<file path="config.mk">
export PLATFORM = sky130hd
export DESIGN_NAME = pwd_serial_mem
export DESIGN_NICKNAME = d
export VERILOG_FILES = /design/src/rtl/pwd_serial_mem.sv
export SDC_FILE = /design/constraint.sdc
export NUM_CORES = 2
export LEC_CHECK = 0
export CELL_PAD_IN_SITES_DETAIL_PLACEMENT = 0
export CELL_PAD_IN_SITES_GLOBAL_PLACEMENT = 1
export CORE_ASPECT_RATIO = 1.25
export CORE_MARGIN = 2
export CORE_UTILIZATION = 39
export DETAILED_ROUTE_END_ITERATION = 8
export DONT_BUFFER_PORTS = 1
export GPL_ROUTABILITY_DRIVEN = 1
export PLACE_DENSITY = 0.65
export SLEW_MARGIN = 30
export SYNTH_ARGS = -nofsm -noshare
export SYNTH_HDL_FRONTEND = slang
export SYNTH_SLANG_ARGS = --single-unit
export TNS_END_PERCENT = 100
</file>
<file path="constraint.sdc">
create_clock -name clk -period 2.95 [get_ports clk]
set_clock_uncertainty 0.05 [all_clocks]
set_input_delay 0.295 -clock clk [delete_from_list [all_inputs] [get_ports clk]]
set_output_delay 0.295 -clock clk [all_outputs]
set_load 0.01 [all_outputs]
</file>
<file path="src/rtl/pwd_serial_mem.sv">
module pwd_serial_mem #(
  parameter int SECTORS   = 14,
  parameter int SEC_BYTES = 8,
  parameter int PW_BYTES  = 8
) (
  input  logic clk,
  input  logic rst_n,
  input  logic cs_n,
  input  logic scl,
  input  logic sda_in,
  input  logic nv_busy,
  output logic sda_low,
  output logic nv_start
);
  localparam int MEM_BYTES = SECTORS * SEC_BYTES;
  localparam int AW        = $clog2(MEM_BYTES);
  localparam int PW_BITS   = 8 * PW_BYTES;
  localparam int MAXB      = (SEC_BYTES > PW_BYTES) ? SEC_BYTES : PW_BYTES;
  localparam int HOLDW     = 8 * MAXB;
  localparam int CNTW      = $clog2(MAXB + 2);
  localparam logic [3:0]      SEC_LIM = 4'(SECTORS);
  localparam logic [CNTW-1:0] PW_LAST = CNTW'(PW_BYTES - 1);
  localparam logic [CNTW-1:0] SEC_N   = CNTW'(SEC_BYTES);
  localparam logic [CNTW-1:0] PW_N    = CNTW'(PW_BYTES);
  localparam logic [AW-1:0]   TOP     = AW'(MEM_BYTES - 1);
  localparam logic [7:0] CMD_POLL = 8'h55, CMD_NEW_WPW = 8'hFC, CMD_NEW_RPW = 8'hFE;

  typedef enum logic [2:0] {S_IDLE, S_CMD, S_PWD, S_PDONE, S_WDATA, S_NEWPW, S_RD} st_t;
  typedef enum logic [2:0] {OP_NONE, OP_WR, OP_RD, OP_NWP, OP_NRP} op_t;

  logic [2:0] scl_p, sda_p, cs_p;
  st_t  st;
  op_t  op, pend_op, dec_op;
  logic [3:0] sec, pend_sec, bitc;
  logic in_ack, mack, pw_ok;
  logic [7:0] sh;
  logic [HOLDW-1:0] hold, hold_nx;
  logic [CNTW-1:0] cnt, data_lim;
  logic [AW-1:0] addr, nxt, wbase, pbase, rd_pre;
  logic [PW_BITS-1:0] wr_pw, rd_pw, ref_pw;
  logic [7:0] mem [MEM_BYTES];

  wire scl_s = scl_p[1], scl_d = scl_p[2];
  wire sda_s = sda_p[1], sda_d = sda_p[2];
  wire cs_s  = cs_p[1];
  wire rise    = scl_s & ~scl_d;
  wire fall    = ~scl_s & scl_d;
  wire start_c = scl_s & scl_d & sda_d & ~sda_s;
  wire stop_c  = scl_s & scl_d & ~sda_d & sda_s;
  wire ack_ent = fall & ~in_ack & (bitc == 4'd8);

  assign hold_nx  = {hold[HOLDW-9:0], sh};
  assign ref_pw   = (op == OP_RD) ? rd_pw : wr_pw;
  assign data_lim = (st == S_WDATA) ? SEC_N : PW_N;
  assign nxt      = (addr == TOP) ? '0 : addr + 1'b1;
  assign wbase    = AW'(32'(sec) * SEC_BYTES);
  assign pbase    = AW'(32'(pend_sec) * SEC_BYTES);
  assign rd_pre   = (pbase == '0) ? TOP : pbase - 1'b1;

  always_comb begin
    dec_op = OP_NONE;
    if (sh[7:5] == 3'b100 && sh[4:1] < SEC_LIM) dec_op = sh[0] ? OP_RD : OP_WR;
    else if (sh == CMD_NEW_WPW) dec_op = OP_NWP;
    else if (sh == CMD_NEW_RPW) dec_op = OP_NRP;
  end

  always_ff @(posedge clk or negedge rst_n) begin
    if (!rst_n) begin
      scl_p <= '1; sda_p <= '1; cs_p <= '1;
      st <= S_IDLE; op <= OP_NONE; pend_op <= OP_NONE;
      sec <= '0; pend_sec <= '0; bitc <= '0;
      in_ack <= 1'b0; mack <= 1'b0; pw_ok <= 1'b0;
      sh <= '0; hold <= '0; cnt <= '0; addr <= '0;
      wr_pw <= '0; rd_pw <= '0;
      sda_low <= 1'b0; nv_start <= 1'b0;
      for (int i = 0; i < MEM_BYTES; i++) mem[i] <= '0;
    end else begin
      scl_p <= {scl_p[1:0], scl};
      sda_p <= {sda_p[1:0], sda_in};
      cs_p  <= {cs_p[1:0], cs_n};
      nv_start <= 1'b0;
      if (cs_s) begin
        st <= S_IDLE; sda_low <= 1'b0; in_ack <= 1'b0; bitc <= '0;
      end else if (start_c) begin
        st <= S_CMD; sda_low <= 1'b0; in_ack <= 1'b0; bitc <= '0;
      end else if (stop_c) begin
        if (st == S_WDATA && cnt == SEC_N) begin
          for (int k = 0; k < SEC_BYTES; k++)
            mem[wbase + AW'(k)] <= hold[8*(SEC_BYTES-1-k) +: 8];
          nv_start <= 1'b1;
        end
        if (st == S_NEWPW && cnt == PW_N) begin
          if (op == OP_NRP) rd_pw <= hold[PW_BITS-1:0];
          else              wr_pw <= hold[PW_BITS-1:0];
          nv_start <= 1'b1;
        end
        st <= S_IDLE; sda_low <= 1'b0; in_ack <= 1'b0; bitc <= '0;
      end else if (st != S_IDLE) begin
        if (rise) begin
          if (in_ack) mack <= ~sda_s;
          else if (bitc < 4'd8) begin
            sh <= {sh[6:0], sda_s};
            bitc <= bitc + 1'b1;
          end
        end
        if (fall) begin
          if (in_ack) begin
            in_ack <= 1'b0; bitc <= '0;
            if (st == S_RD) begin
              // a device ACK ends the poll, so the first byte also arrives through mack
              if (mack) begin addr <= nxt; sda_low <= ~mem[nxt][7]; end
              else begin st <= S_IDLE; sda_low <= 1'b0; end
            end else sda_low <= 1'b0;
          end else if (bitc == 4'd8) begin
            in_ack <= 1'b1;
            case (st)
              S_CMD: begin
                if (nv_busy) begin
                  sda_low <= 1'b0; st <= S_IDLE;
                end else if (sh == CMD_POLL) begin
                  pend_op <= OP_NONE;
                  if (pend_op != OP_NONE && pw_ok) begin
                    sda_low <= 1'b1; op <= pend_op; sec <= pend_sec; cnt <= '0;
                    case (pend_op)
                      OP_RD:   begin st <= S_RD; addr <= rd_pre; end
                      OP_WR:   st <= S_WDATA;
                      default: st <= S_NEWPW;
                    endcase
                  end else begin
                    sda_low <= 1'b0; st <= S_IDLE;
                  end
                end else if (dec_op != OP_NONE) begin
                  sda_low <= 1'b1; op <= dec_op; sec <= sh[4:1];
                  cnt <= '0; pend_op <= OP_NONE; st <= S_PWD;
                end else begin
                  sda_low <= 1'b0; st <= S_IDLE;
                end
              end
              S_PWD: begin
                sda_low <= 1'b1; hold <= hold_nx; cnt <= cnt + 1'b1;
                if (cnt == PW_LAST) begin
                  pw_ok <= (hold_nx[PW_BITS-1:0] == ref_pw);
                  pend_op <= op; pend_sec <= sec;
                  nv_start <= 1'b1; st <= S_PDONE;
                end
              end
              S_WDATA, S_NEWPW: begin
                if (cnt < data_lim) begin
                  sda_low <= 1'b1; hold <= hold_nx; cnt <= cnt + 1'b1;
                end else begin
                  sda_low <= 1'b0; cnt <= data_lim + 1'b1;
                end
              end
              default: sda_low <= 1'b0;
            endcase
          end else if (st == S_RD) begin
            sda_low <= ~mem[addr][3'd7 - bitc[2:0]];
          end
        end
      end
    end
  end

  p_cs_release_r13: assert property (@(posedge clk) disable iff (!rst_n)
    cs_s |=> !sda_low);
  p_nv_one_cycle_r3: assert property (@(posedge clk) disable iff (!rst_n)
    nv_start |=> !nv_start);
  p_busy_nack_r10: assert property (@(posedge clk) disable iff (!rst_n)
    (ack_ent && !cs_s && st == S_CMD && nv_busy) |=> !sda_low);
  p_bad_pw_nack_r5: assert property (@(posedge clk) disable iff (!rst_n)
    (ack_ent && !cs_s && st == S_CMD && sh == CMD_POLL && !pw_ok) |=> !sda_low);
  p_sda_hold_r7: assert property (@(posedge clk) disable iff (!rst_n)
    (scl_s && scl_d && !cs_s && !$past(cs_s)) |-> $stable(sda_low));
  p_addr_range_r7: assert property (@(posedge clk) disable iff (!rst_n)
    addr <= TOP);
endmodule

</file>
-- Word-level counts from Yosys, hierarchy flattened
Index checks and enable logic that the tools add are counted.
- bits in registers: 1141
- logic and storage cells: 396
- bits of input ports: 6
- output and inout port bits: 2
- bitwise operators: 29
- equality and inequality tests: 30
- magnitude comparators: 22
- muxes and demuxes: 126
- reductions and logical operators: 45
- add/sub/neg operators: 12
- operator list (operator ; number):
    $bwmux 896 ; 8
    $demux 8 s7 ; 8
    $mux 64 ; 2
    $pmux 64 s2 ; 1
    $bmux 8 s7 ; 2
    $mux 8 ; 12
    $ge 8x8->1 const B ; 10
    $not 7->8 ; 10
    $mux 7 ; 11
    $mux 3 ; 23
    $mux 4 ; 17
    $eq 64x64->1 ; 1
    $lt 8x1->1 const B ; 8
    $mux 1 ; 34
    $reduce_and 11->1 ; 3
    $add 7x3->7 const B ; 4
    $reduce_and 9->1 ; 2
    $eq 8x8->1 const B ; 2
    $reduce_bool 2->1 ; 8
    $eq 3x3->1 const B ; 5
    $add 7x1->7 const B ; 2
    $add 7x2->7 const B ; 2
    $reduce_and 7->1 ; 2
    $reduce_and 13->1 ; 1
    37 further kinds ; 86

-- Depth between registers and ports, before layout
- word-level depth: 16
- gate-level depth with buffers: 14
- depth with buffers taken out: 10

-- Least setup slack after synthesis
OpenSTA, ideal clock, no wires.
- path kind: reg-to-reg
- start point: register addr[1]
- end point: register sda_low
- data required time: 2.813 ns
- setup time: 0.087 ns
- setup slack: -0.044 ns
- arrival: 2.858 ns
- path buffers: 2
- cell stages (with the launch flop): 12
- clock period less this slack: 2.994 ns
- cell sequence: dfrtp_1 -> ha_1 -> buf_2 -> and3_1 -> buf_2 -> a31oi_4 -> mux4_2 -> nor2_1 -> o21ai_0 -> a211o_1 -> or4_1 -> o211ai_1
- longest elaborated chain between the ends: 15
- elaborated cells between the ends (all ways): 25
- classes of those cells: 1 x add/sub; 1 x eq/ne; 19 x mux; 4 x bitwise
- RTL lines (what ; line ; RTL):
    from (decl) ; 39 ; logic [AW-1:0] addr, nxt, wbase, pbase, rd_pre;
    from (signal assigned) ; 111 ; if (mack) begin addr <= nxt; sda_low <= ~mem[nxt][7]; end
    $add 7x1->7, or another cell as far along ; 55 ; assign nxt = (addr == TOP) ? '0 : addr + 1'b1;
    $mux 7 or $bmux 8 s7 (tied branches) ; 55, 157 ;
    $not 7->8 (implied by the code) or $mux 8 (tied branches) ; 111, 157 ;
    $bmux 8 s7 or $mux 8 (tied branches) ; 111, 157 ;
    $mux 8 (implied by the code) or $bmux 1 s3 (tied branches) ; 111, 157 ;
    $mux 8 (implied by the code) or $mux 1 (tied branches) ; 111, 157 ;
    $not 1->1, on equally long branches ; 111, 157 ;
    $mux 1, on equally long branches ; 111, 156 ;
    $mux 1, on equally long branches ; 109, 114 ;
    $mux 1 (*) ; 107 ; if (in_ack) begin
    $mux 1 (*) ; 106 ; if (fall) begin
    $mux 1 (*) ; 98 ; end else if (st != S_IDLE) begin
    $mux 1 (*) ; 86 ; end else if (stop_c) begin
    $mux 1 (*) ; 84 ; end else if (start_c) begin
    $mux 1 (*) ; 82 ; if (cs_s) begin
    to (signal assigned) ; 111 ;
    to (signal assigned) ; 157 ; sda_low <= ~mem[addr][3'd7 - bitc[2:0]];
    to (decl) ; 12 ; output logic sda_low,
Every way passes the cells marked *; elsewhere a longest branch is shown, timed or not. The select of a mux whose other input is x is not followed.
A chain may end at the register's enable or synchronous reset.

-- Final worst setup path
- start point: register addr[0]
- end point: register sda_low
The elaborated chain is that of the path after synthesis.

==> flow_summary.rst <==
.. list-table::
   :header-rows: 1

   * - Metric
     - Value
   * - Final Hold Vio Count
     - 0
   * - Number of core rows
     - 151
   * - Routed vias/inst
     - 5.665
   * - Crit path max-delay family
     - multiplexers
   * - Maximum net fanout on the critical path
     - 15
   * - Crit path time final
     - 3028 ps
   * - Share of the synthesized area in the top cell type
     - 53.16%
   * - Clock-pin transition on the worst setup and hold timing paths
     - 60 ps
   * - Total of fill cells in the finished design
     - 11.87k
   * - Sequential Power Share
     - 49.5%
   * - Prevailing post-synth register cell
     - sky130_fd_sc_hd__dfrtp_1
   * - Footprint of the flip-flops and latches
     - 28580 um2
   * - Number of buffers inserted during clock tree synthesis
     - 116
   * - Worst vdd rail ir drop
     - 591.1 uV
   * - Violation count after the first detailed-routing iteration
     - 2024
   * - Fraction of registers with async set/reset
     - 100.0%
   * - Switching power of the nets
     - 6864 uW
   * - Aggregate global routing overflow
     - 0
   * - Instance count after placement with tap cells included
     - 5476
   * - Number of levels the H-tree was split into
     - 3
   * - Dpl cell area
     - 58180 um2
   * - Violations in the final reports
     - setup timing
   * - Die area
     - 139700 um2
   * - Most common cell in the synthesized netlist
     - sky130_fd_sc_hd__dfrtp_1
   * - Syn_area_per_cell
     - 14.48 um2
   * - GRT Overall Usage
     - 22.58%
   * - Setup-violating endpoint count in the final report
     - 1
   * - Antenna violations before repair
     - 1
   * - Final Net Count
     - 3895
   * - Crit path max-delay cell type
     - sky130_fd_sc_hd__mux4_2
   * - Run status
     - complete, but fails checks
   * - Layout Utilization
     - 46.74%
   * - Clock tree from TritonCTS
     - yes
   * - Source-to-sink clock delay at the later pin of the worst-skew pair
     - 740 ps
   * - Critical path capture point type
     - flop
   * - Proportion of synthesized chip area in sequential cells
     - 53.56%
   * - Layout cell share with drive strength beyond 1
     - 51.37%
   * - Power, Total
     - 31650 uW
   * - Post-detail-place hpwl
     - 102700 um
   * - Post-synth EDFFs
     - 0
   * - Arrival time worst endpoint
     - 3620 ps
   * - Tcrit/Tclk final
     - 102.7%
   * - First-pass iteration count of the detailed router
     - 5
   * - Path type of the worst min-delay path
     - in -> reg
   * - Gate count after technology mapping
     - 3683
   * - Setup TNS Final
     - -78.41 ps
   * - Vias post-DR
     - 32.52k
   * - #FFs+latches synth
     - 1141
   * - Post-route ant nets
     - 0
   * - Most area-hungry cell type in the Yosys netlist
     - sky130_fd_sc_hd__dfrtp_1
   * - Worst path max stage delay
     - 530 ps
   * - Kind of critical path
     - reg -> reg
   * - Setup WS post-layout
     - -78.41 ps
   * - Clk pwr share
     - 49.0%
   * - Cell-internal power
     - 24790 uW
   * - Per-cell routed wire length
     - 27.19 um
   * - Post-synth cell types
     - 76
   * - Synth Cell Area
     - 53330 um2
   * - Critical path startpoint
     - addr[0]
   * - Initial Util
     - 39.31%
   * - Area of the multi-input gates
     - 23670 um2
   * - Number of buffer and inverter instances along the worst setup path
     - 2
   * - Final weighted congestion of routability-driven global placement
     - 0.8109
   * - Worst rel slew slack
     - 36.94%
   * - Area contributors post-synth
     - sky130_fd_sc_hd__dfrtp_1 (53%), sky130_fd_sc_hd__mux2_2 (24%), sky130_fd_sc_hd__mux4_2 (8.8%)
   * - Setup repair after global routing missed its margin
     - yes
   * - Sw Share
     - 21.69%
   * - Placeable core area
     - 135700 um2
   * - Power density of the placed cells
     - 499.2 nW/um2
   * - Top cells by instance count after synthesis
     - sky130_fd_sc_hd__dfrtp_1 (1133), sky130_fd_sc_hd__mux2_2 (1118), sky130_fd_sc_hd__mux4_2 (209)
   * - Finished layout cell area
     - 63400 um2
   * - Warning count from the yosys run
     - 0
   * - Number of design rule violations left after detail routing
     - 0
   * - Post-Syn Nets
     - 3696
   * - Clock root cell
     - sky130_fd_sc_hd__clkbuf_16
   * - Maxcap violations
     - 0
   * - Synth-to-Final Area Change
     - 18.88%
   * - Y dimension of the die
     - 417.4 um
   * - Number of max-slew violations in the final report
     - 0
   * - Vias in the first global route
     - 34.02k
   * - Startpoint of the tightest hold check path
     - sda_in
   * - Post-route insts no fill
     - 5741
   * - Horizontal die dimension
     - 334.8 um
   * - Type of origin of the critical path
     - flop
   * - Total of buffers placed on input and output ports
     - 0
   * - Global-route wire length before repair
     - 235000 um
   * - Largest net degree at the start of global routing
     - 175
   * - Combinational cell fraction of total power
     - 1.5%
   * - Clock tree sinks
     - 1141
   * - Fmax
     - 0.3302 GHz
   * - Critical path cell sequence
     - buf_12, buf_16, mux4_2, mux4_2, o21ai_1, o311ai_2, a31oi_4, o21ai_2, o211ai_1
   * - CP most frequent cell
     - sky130_fd_sc_hd__mux4_2
   * - Leakage power of the design
     - 0.02977 uW
   * - Slew at the pin closest to its max-slew limit
     - 945.9 ps
   * - Deepest clock path buffer count
     - 3
   * - Endpoint required time on the critical path
     - 3540 ps
   * - Wire length reported by the detailed router
     - 156100 um
   * - Critical R2R Launch
     - addr[0]
   * - Number of placed I/O pins
     - 8
==> final cells by class <==
class	count	share of cell area [%]
antenna	1	0.003947
tap	1759	3.471
clock buffer	169	5.419
clock inverter	48	0.9019
multi-input combinational	2175	37.33
inverter	20	0.1243
timing repair buffer	428	7.675
sequential	1141	45.08
==> cell families (layout without fill, tap and decap cells) <==
kind of cell | count (synthesis) | count (layout) | synth area share, %
other cells | 0 | 1 | 0
xor+xnor | 70 | 70 | 1.150
fa+ha+maj | 7 | 7 | 0.1642
buf+inv | 367 | 665 | 3.003
mux | 1484 | 1484 | 35.38
compound gates | 269 | 269 | 3.472
simple gates | 345 | 345 | 3.275
flops | 1141 | 1141 | 53.56
==> final timing paths <==
kind | to | depth (start not counted) | slack, ps
min in group asynchronous | mem[218] | 2 | 170
max in group asynchronous | addr[1] | 6 | 620
min reg2reg | cs_p[1] | 0 | 310
max | sda_low | 9 | -80
max reg2reg | sda_low | 9 | -80
min | sda_p[0] | 1 | 60
==> power groups by stage <==
stage	clock network, uW	logic (uW)	registers [uW]
final	15500	476	15700
after global routing	16400	547	15700
after CTS	15800	488	15700
after detailed placement	0	475	16000
after global placement	0	457	16000
after floorplan	0	40.7	16000
==> per-layer routing <==
| layer | global-route usage, % | up-vias | share of wire, % |
|---|---|---|---|
| li1 | - | 13990 | - |
| met1 | 30.33 | 17750 | 44 |
| met2 | 38.37 | 586 | 50 |
| met3 | 2.151 | 198 | 3.2 |
| met4 | 7.616 | 0 | 3.0 |
| met5 | 0 | - | 0 |
==> cells in the final DEF (no fill, tap or decap), drive strengths merged, types with 15 or more instances in the layout <==
cell type	netlist	routed
mux2i	157	157
inv	19	22
buf	180	416
nand3	45	45
nor2	61	61
nand4	15	15
nor2b	22	22
xnor2	63	63
nor4	21	21
mux2	1118	1118
mux4	209	209
o21ai	52	52
nor3	17	17
a22oi	40	40
nand2	109	109
a21oi	51	51
dfrtp	1133	1133
clkbuf	167	171
clkinv	1	28
a221oi	17	17
==> flip-flops by register name, summed over array words and instances (netlist names), 4 cells and up <==
register,cells
pend_sec,4
bitc,4
wr_pw,64
sec,4
addr,7
cnt,4
rd_pw,64
sh,8
hold,64
mem,896
==> what timing repair did <==
| action | in CTS | in global routing |
|---|---|---|
| setup buffers | 16 | 17 |
| gates cloned | 7 | 2 |
| hold buffers | 6 | 0 |
| gates resized for setup | 67 | 46 |
| pin swaps | 19 | 17 |
| hold endpoints to repair | 148 | 0 |
| setup endpoints to repair | 15 | 71 |
==> metrics by stage <==
stage | hold slack [ps] | setup slack [ps]
after floorplan | -50.59 | 0.3204
after global placement | -50.17 | -606.4
after detailed placement | -50.13 | -561.4
after CTS | 7.340 | -116.6
after global routing | 42.87 | -150.0
final | 64.20 | -78.41
No activity file was read; power rests on OpenSTA's default activity.
